--- config.mk ---
export PLATFORM = sky130hd
export DESIGN_NAME = lbl_pc
export DESIGN_NICKNAME = d
export VERILOG_FILES = /design/src/rtl/lbl_pc.sv
export SDC_FILE = /design/constraint.sdc
export NUM_CORES = 1
export LEC_CHECK = 0
export BUFFER_PORTS_ARGS = -buffer_cell sky130_fd_sc_hd__buf_2
export CAP_MARGIN = 20
export CORE_MARGIN = 2
export CORE_UTILIZATION = 63
export CTS_CLUSTER_SIZE = 8
export DETAILED_ROUTE_END_ITERATION = 10
export GPL_TIMING_DRIVEN = 0
export PLACE_DENSITY = 0.9
export SETUP_SLACK_MARGIN = 0.5
export SLEW_MARGIN = 20
export SYNTH_ARGS = -nofsm -noshare
export SYNTH_HDL_FRONTEND = slang
export SYNTH_SLANG_ARGS = --single-unit
--- constraint.sdc ---
create_clock -name clk -period 6.1 [get_ports clk]
set_input_delay 0.915 -clock clk [delete_from_list [all_inputs] [get_ports clk]]
set_output_delay 0.915 -clock clk [all_outputs]
set_load 0.005 [all_outputs]
--- src/rtl/lbl_pc.sv ---
module lbl_pc #(
  parameter int LBL_W  = 4,
  parameter int OFS_W  = 8,
  parameter int ADDR_W = 8
) (
  input  logic              clk,
  input  logic              rst_n,
  input  logic              tbl_we,
  input  logic [LBL_W-1:0]  tbl_idx,
  input  logic [ADDR_W-1:0] tbl_data,
  input  logic              adv,
  input  logic              redir_taken,
  input  logic [1:0]        redir_kind,
  input  logic [LBL_W-1:0]  redir_lbl,
  input  logic [OFS_W-1:0]  redir_imm,
  output logic [LBL_W-1:0]  pc_lbl,
  output logic [OFS_W-1:0]  pc_ofs,
  output logic [ADDR_W-1:0] fetch_addr,
  output logic [LBL_W-1:0]  sh_lbl,
  output logic [OFS_W-1:0]  sh_ofs
);
  localparam int NLBL = 1 << LBL_W;
  localparam logic [1:0] K_REL  = 2'b00;
  localparam logic [1:0] K_JIMM = 2'b10;

  logic [ADDR_W-1:0] tbl [NLBL];
  logic [LBL_W-1:0]  nxt_lbl;
  logic [OFS_W-1:0]  nxt_ofs;
  logic              moving;

  always_ff @(posedge clk) begin
    if (!rst_n) begin
      tbl[0] <= '0;
      if (tbl_we && tbl_idx != '0) tbl[tbl_idx] <= tbl_data;
    end
  end

  assign fetch_addr = tbl[pc_lbl] + ADDR_W'(pc_ofs);
  assign moving     = redir_taken | adv;

  always_comb begin
    nxt_lbl = pc_lbl;
    nxt_ofs = pc_ofs;
    if (redir_taken) begin
      case (redir_kind)
        K_REL:   nxt_ofs = pc_ofs + redir_imm;
        K_JIMM:  begin nxt_lbl = '0; nxt_ofs = redir_imm; end
        default: begin nxt_lbl = redir_lbl; nxt_ofs = '0; end
      endcase
    end else if (adv) begin
      nxt_ofs = pc_ofs + 1'b1;
    end
  end

  always_ff @(posedge clk) begin
    if (!rst_n) begin
      pc_lbl <= '0;
      pc_ofs <= '0;
      sh_lbl <= '0;
      sh_ofs <= '0;
    end else if (moving) begin
      pc_lbl <= nxt_lbl;
      pc_ofs <= nxt_ofs;
      sh_lbl <= pc_lbl;
      sh_ofs <= pc_ofs;
    end
  end
endmodule


---- After elaboration in Yosys (flattened, before gate mapping) ----
Memory sizes are Yosys's and may differ from the RTL's. A register that Yosys moved wholly into a read port is not among the register bits.
Cells that the tools add are included.
word-level totals
  register bits ........................... 24
  RAM bits ................................ 128
  bits of input ports ..................... 31
  output and inout bits ................... 32
  word-level logic and storage cells ...... 27
  memories ................................ 1
memories
  name  depth  width  rd ports  clocked after memory_dff  wr ports  line  RTL
  tbl   16     8      1         1                         2         26    logic [ADDR_W-1:0] tbl [NLBL];
operators by class
  $add $sub $neg .......................... 3
  equal/unequal tests ..................... 1
  multiplexer cells ....................... 10
  bitwise logic cells ..................... 2
  reductions and logical operators ........ 6
operators with widths
  operator                                                       count
  8-bit adder                                                    2
  8-bit two-way mux                                              2
  8-bit case mux with 2 select lines                             1
  8-bit by 1-bit adder with 8-bit output, second input constant  1
  4-bit two-way mux                                              2
  4-bit case mux with 2 select lines                             1
  1-bit two-way mux                                              4
  4-bit nonzero test                                             1
  3-bit AND reduction                                            1
  2-bit == test, second input constant                           1
  2-bit zero test                                                1
  2-bit AND reduction                                            1
  2-bit nonzero test                                             1
  1-bit logical AND                                              1
  1-bit NOT                                                      1
  1-bit OR                                                       1

---- Logic depth before layout (Yosys ltp) ----
Gate-level depths: netlist (run 1).
  word-level depth ........................ 5
  depth in mapped cells ................... 14
  gate-level depth less buffers ........... 11

---- Worst setup path before layout (run 1) ----
Ideal clock, no wire load.
  path kind ............................... register -> output
  start point ............................. register with a tool-made name
  end point ............................... output port fetch_addr[7]
  arrival time ............................ 2941 ps
  data required time ...................... 5185 ps
  setup slack ............................. 2244 ps
  stages on the path, launching flop included .. 13
  path buffers ............................ 3
  cells stage by stage .................... dfxtp_1 > buf_6 > buf_6 > buf_4 > mux4_2 > mux4_2 > ha_1 > a21o_1 > a21oi_1 > o211ai_1 > a21o_1 > a21oi_1 > xnor2_1
RTL lines
  what              line  RTL
  end: declaration  18    output logic [ADDR_W-1:0] fetch_addr,

==> results of run 1 <==
## through the flow
step                area [µm²]  hold WS [ns]  power, µW
finish                    7680         0.455       2360
global route              7680         0.477       2430
CTS                       7680         0.455       2370
detailed placement        7130         0.446       1410
global placement          7120         0.436       1400
floorplan                 6640         0.448       1330
## state kept, by name, summed over array words and instances (netlist names), named ones only
name	cells
tbl	128
pc_ofs	8
sh_ofs	8
pc_lbl	4
sh_lbl	4
## synth_stat cells (all sizes together) (3+ instances only)
master / instances / area share [%]
a21o: 5 / 0.57
a21oi: 21 / 1.6
a32oi: 4 / 0.53
buf: 9 / 0.89
clkbuf: 8 / 0.45
dfxtp: 28 / 8.5
edfxtp: 128 / 58
ha: 15 / 2.8
inv: 7 / 0.40
mux2i: 6 / 0.91
mux4: 40 / 14
nand2: 36 / 2.0
nand2b: 3 / 0.28
nand3: 3 / 0.23
nor2: 36 / 2.0
nor3: 6 / 0.45
o21ai: 7 / 0.53
o22a: 4 / 0.53
xnor2: 8 / 1.1
xor2: 8 / 1.1
## where the power goes
part	leakage [µW]	switching, µW	internal [µW]	total [µW]
clock network	0.000256	396	575	971
logic	0.00106	108	91.3	199
registers	0.00139	14.8	1170	1190
## cell type report
cell class | count | area, µm²
Sequential cell | 156 | 4400
Clock buffer | 19 | 422
Buffer | 17 | 88.8
Clock inverter | 13 | 126
Tap cell | 136 | 170
Multi-Input combinational cell | 234 | 2130
Fill cell | 627 | 2600
Inverter | 8 | 30.0
Timing Repair Buffer | 61 | 305
## cell usage in the layout (no fill, tap or decap), types with 7 or more instances in the layout
master,n
edfxtp_1,128
buf_2,63
mux4_2,37
nand2_1,36
nor2_1,36
dfxtp_1,28
a21oi_1,21
clkbuf_16,16
ha_1,15
clkbuf_1,10
xor2_1,8
xnor2_1,8
conb_1,8
inv_1,7
o21ai_0,7
## worst max-delay path by stage
stage	start	endpoint	slack [ns]	cells after the start
floorplan	flop	fetch_addr[7]	2.24	12
global placement	flop	fetch_addr[6]	1.50	14
detailed placement	flop	fetch_addr[6]	1.38	14
CTS	flop	fetch_addr[6]	0.73	14
global route	flop	fetch_addr[6]	0.52	14
finish	flop	fetch_addr[6]	0.71	14
## cell families after synthesis
group / after synthesis / share of synthesized area, %
xor+xnor: 16 / 2.12
mux: 46 / 14.7
other cells: 1 / 0.0567
fa+ha+maj: 17 / 3.44
compound gates: 53 / 5.24
buf+inv: 25 / 1.80
simple gates: 94 / 6.07
flops: 156 / 66.6
## per-layer routing
metal / global-route usage, % / routed length, µm
met5: 0 / 7
met1: 33.8 / 5510
met3: 7.91 / 1200
met2: 46.3 / 7390
met4: 12.3 / 453
## worst max-delay path, delay by kind of cell (launching register included)
kind / cells / cell delay [ns]
mux: 2 / 0.94
compound gates: 3 / 0.60
buf+inv: 4 / 1.17
flops: 1 / 0.47
fa+ha+maj: 2 / 0.44
xor+xnor: 1 / 0.17
simple gates: 2 / 0.17
==> flow_metrics.tcl, run 1 <==
set metrics [dict create \
    status "finished clean" \
    tns_ns 0 \
    htree_levels 4 \
    die_x_um 106 \
    dp_hpwl_um 9470 \
    antenna_found_initial 1 \
    clk_latency_ns 0.53 \
    p_leak_uw 0.00271 \
    grt_use_total_pct 27.7 \
    reg2reg_setup_slack_ns 3.54 \
    end_kind "output pin" \
    cp-start-kind "flop" \
    skew_ns 0.00369 \
    vias 4034 \
    wl_per_cell_um 22.6 \
    maxCapViolations 0 \
    first_pass_iters 5 \
    postLayoutCoreUtil_pct 74.7 \
    cts_max_path_buffers 2 \
    rsz0062_at_grt "false" \
    finalWirelength_um 14600 \
    post-place-cells 612 \
    die-area_um2 11300 \
    place_ws_ns 1.38 \
    yosysUniqueCellTypes 43 \
    row_count 37 \
    via_per_inst 6.26 \
    hold_depth 2 \
    clkTransAtPathRegs_ns 0.06 \
    hold_path_class "reg2reg" \
    slowest_delay_ns 0.61 \
    antenna_cells 0 \
    drc_errors 0 \
    clock_sinks 156 \
    ys.warnings.count 0 \
    r2r_cells 7 \
    cts_inserted_buffers 17 \
    place.port_buffers 61 \
    synth-main-ff-cell "edfxtp_1" \
    cts.hold.buffers_added 0 \
    finalCritPeriodShare_pct 88.4 \
    core_um2 10300 \
    syn_inst 408 \
    worst_pin_slew_ns 1.11 \
    fin_cells 644 \
    cts-root-buf "clkbuf_8" \
    synth_edf_count 128 \
    min-delay-start "sh_ofs[1]" \
    overflow 0 \
    hold_viol_final 0 \
    r2r-start "pc_ofs[1]" \
    drt-initial-drc-count 383 \
    place_congestion 0.917 \
    worst_ep_arrival_time_ns 4.48 \
    grt_pass1_wl_um 22100 \
    rr_endpoint "pc_ofs[7]" \
    syn-cell-area_um2 6620 \
    powerDensity_nw_per_um2 307 \
    grt_pass1_vias 3983 \
    io_pins 63 \
    drive_gt1_share_pct 26.8 \
    synthToLayoutAreaGrowth_pct 16.1 \
    max-vdd-ir-drop_uv 282 \
    cts_resized 0 \
    finalWorstPathRequiredPeriod_ns 5.39 \
    layout.nets 543 \
    crit_chain "buf_2 > buf_1 > mux4_2 > mux4_2 > ha_1 > inv_1 > fa_1 > nor2b_1 > o21ai_0 > a21boi_0 > o21a_1 > nor2_1 > xnor2_1 > buf_2" \
    die_h_um 106 \
    fin_ws_ns 0.705 \
    min_to "sh_ofs[1]" \
    seq_area_frac_synth_pct 66.6 \
    cts_setup_buffers 0 \
    grt_max_degree 18 \
    worstSetupPathType "reg2out" \
    slew_headroom_pct 25.8 \
    max_freq_mhz 185 \
    synth-seq-cells 156 \
    slowest_stage "buf_1" \
    cp_max_fo 10 \
    maxSlewViolCount 0 \
    synthArstFlopShare_pct 0 \
    start_util_pct 64.4 \
    cp.required_ns 5.18 \
    tritoncts "built" \
    synth.avg_cell_area_um2 16.2 \
    postRouteAntennaNets 0 \
    setup_violations 0 \
]
Power figures use the tool's default switching activity.
==> inputs of run 2 (changes only) <==
--- a/config.mk
+++ b/config.mk
@@ -7,12 +7,14 @@
 export LEC_CHECK = 0
 export BUFFER_PORTS_ARGS = -buffer_cell sky130_fd_sc_hd__buf_2
 export CAP_MARGIN = 20
+export CELL_PAD_IN_SITES_DETAIL_PLACEMENT = 0
+export CELL_PAD_IN_SITES_GLOBAL_PLACEMENT = 2
 export CORE_MARGIN = 2
-export CORE_UTILIZATION = 63
+export CORE_UTILIZATION = 47
 export CTS_CLUSTER_SIZE = 8
 export DETAILED_ROUTE_END_ITERATION = 10
 export GPL_TIMING_DRIVEN = 0
-export PLACE_DENSITY = 0.9
+export PLACE_DENSITY = 0.91
 export SETUP_SLACK_MARGIN = 0.5
 export SLEW_MARGIN = 20
 export SYNTH_ARGS = -nofsm -noshare
==> run 2 against run 1 <==
First-iteration DRC count shrank 16%; sequential share of layout area shrank 0.62 points; register-to-register slack is essentially flat; sequential power is essentially flat; final cell count grew 6.8%; worst setup slack gained 0.19 ns; non-clock buffer count is the same; largest cell class unchanged.
==> flow_metrics.tcl, run 2 (synthesized netlist as in run 1, its figures left out) <==
set metrics [dict create \
    layout.nets 543 \
    hold_path_class "reg2reg" \
    place_congestion 0.823 \
    synthToLayoutAreaGrowth_pct 17.4 \
    rr_endpoint "pc_ofs[7]" \
    grt_pass1_vias 3831 \
    antenna_cells 0 \
    clkTransAtPathRegs_ns 0.06 \
    wl_met3_um 790 \
    drt-initial-drc-count 321 \
    status "finished clean" \
    critPathBufInv 4 \
    cts_setup_buffers 0 \
    cts_max_path_buffers 2 \
    min-delay-start "sh_ofs[0]" \
    cts_inserted_buffers 17 \
    die_h_um 123 \
    finalWorstPathRequiredPeriod_ns 5.20 \
    worst_ep_arrival_time_ns 4.29 \
    seqCellArea_um2 4400 \
    top_layer "met4" \
    cts-root-buf "clkbuf_16" \
    worstSetupPathType "reg2out" \
    final_cell_mix "128 x edfxtp_1, 63 x buf_2, 37 x mux4_2" \
    post-place-cells 656 \
    r2r_cells 7 \
    largest_reg_flops 128 \
    die_x_um 123 \
    top_regs "tbl: 128 flops, pc_ofs: 8 flops, sh_ofs: 8 flops" \
    max-vdd-ir-drop_uv 244 \
    finalCritPeriodShare_pct 85.3 \
    met1_length_um 5860 \
    grt_max_degree 18 \
    max_freq_mhz 192 \
    crit_family "buffers and inverters" \
    slew_headroom_pct 39.3 \
    cp-start-kind "flop" \
    whs_ns 0.450 \
    row_count 43 \
    worst_pin_slew_ns 0.910 \
    powerDensity_nw_per_um2 311 \
    dp_hpwl_um 9750 \
    hold_viol_final 0 \
    maxSlewViolCount 0 \
    via_per_inst 5.47 \
    cp_max_fo 10 \
    core_um2 13800 \
    tns_ns 0 \
    finalWirelength_um 13500 \
    io_pins 63 \
    overflow 0 \
    grt_pass1_wl_um 21400 \
    rsz0062_at_grt "false" \
    min_to "sh_ofs[0]" \
    final_common_cell "edfxtp_1" \
    end_kind "output pin" \
    crit_chain "buf_2 > buf_1 > mux4_2 > mux4_2 > ha_1 > inv_1 > fa_1 > nor2b_1 > o21ai_0 > a21boi_0 > o21a_1 > nor2_1 > xnor2_1 > buf_2" \
    clock_sinks 156 \
    fin_cells 688 \
    cp.required_ns 5.18 \
    cts.hold.buffers_added 0 \
    grt_use_total_pct 20.0 \
    place.port_buffers 61 \
    postRouteAntennaNets 0 \
    power_uw 2410 \
    clk_latency_ns 0.42 \
    multi_input_area_um2 2130 \
    start_util_pct 47.8 \
    wl_per_cell_um 19.7 \
    slowest_delay_ns 0.61 \
    drc_errors 0 \
    placed_area_um2 7190 \
    maxCapViolations 0 \
    die-area_um2 15000 \
    tritoncts "built" \
    fin_area_um2 7760 \
    slowest_stage "buf_1" \
    htree_levels 4 \
    drive_gt1_share_pct 26.8 \
    r2r-start "pc_ofs[1]" \
    hold_depth 2 \
    cts_resized 0 \
    fill_cells 1072 \
    vias 3763 \
    reg2reg_setup_slack_ns 3.55 \
    antenna_found_initial 0 \
    wl_met2_um 6710 \
    skew_ns 0.00527 \
    p_leak_uw 0.00272 \
    first_pass_iters 4 \
    setup_violations 0 \
    top_register "tbl" \
]
-- run 2: changes by cell type in the layout (fill, tap and decap cells not counted) --
cell / previous run / this run
clkbuf_8: 1 / 0
clkbuf_16: 16 / 17
clkbuf_1: 10 / 11
clkinv_4: 2 / 1
inv_8: 0 / 3
clkinv_2: 2 / 0
clkinvlp_4: 3 / 4
clkinv_1: 4 / 3
clkinvlp_2: 1 / 0
-- run 2: layer usage --
metal	GRT usage, %	vias to the layer above
li1	-	1768
met1	25.8	1854
met2	32.8	128
met3	5.72	13
met4	6.90	0
met5	0	-
-- run 2: area by class of cell --
| class | instances | share of cell area (%) |
|---|---|---|
| flip-flops and latches | 156 | 56.7 |
| plain buffers | 17 | 1.14 |
| clock inverters | 12 | 1.80 |
| multi-input cells | 234 | 27.5 |
| repair buffers | 61 | 3.93 |
| clock buffers | 20 | 5.62 |
| well taps | 180 | 2.90 |
| inverters | 8 | 0.387 |
-- run 2: worst max path at each step --
stage | start | to | cells past startpoint
floorplan | flop | fetch_addr[7] | 12
global placement | flop | fetch_addr[6] | 14
detailed placement | flop | fetch_addr[6] | 14
CTS | flop | fetch_addr[6] | 14
global route | flop | fetch_addr[7] | 12
finish | flop | fetch_addr[6] | 14
-- run 2: stage by stage --
stage          utilization [%]  setup WS [ns]
5_1_grt                   56.1          0.675
2_1_floorplan                -           2.24
6_report                  56.1          0.895
3_5_place_dp              52.0           1.32
4_1_cts                   56.1          0.806
3_3_place_gp              51.9           1.41
-- run 2: worst register-to-register path, stage by stage (launching register included) --
cell and delay, ns:
dfxtp_1 0.61, ha_1 0.34, a211oi_1 0.40, nor3_1 0.15, o311a_1 0.35, a311oi_1 0.30
xor2_1 0.20, o21ai_0 0.09
-- run 2: report_power, final --
part / switching (µW) / total (µW) / internal [µW]
registers: 14.7 / 1190 / 1170
clock network: 421 / 1030 / 607
logic: 105 / 196 / 91.3
total: 541 / 2410 / 1870
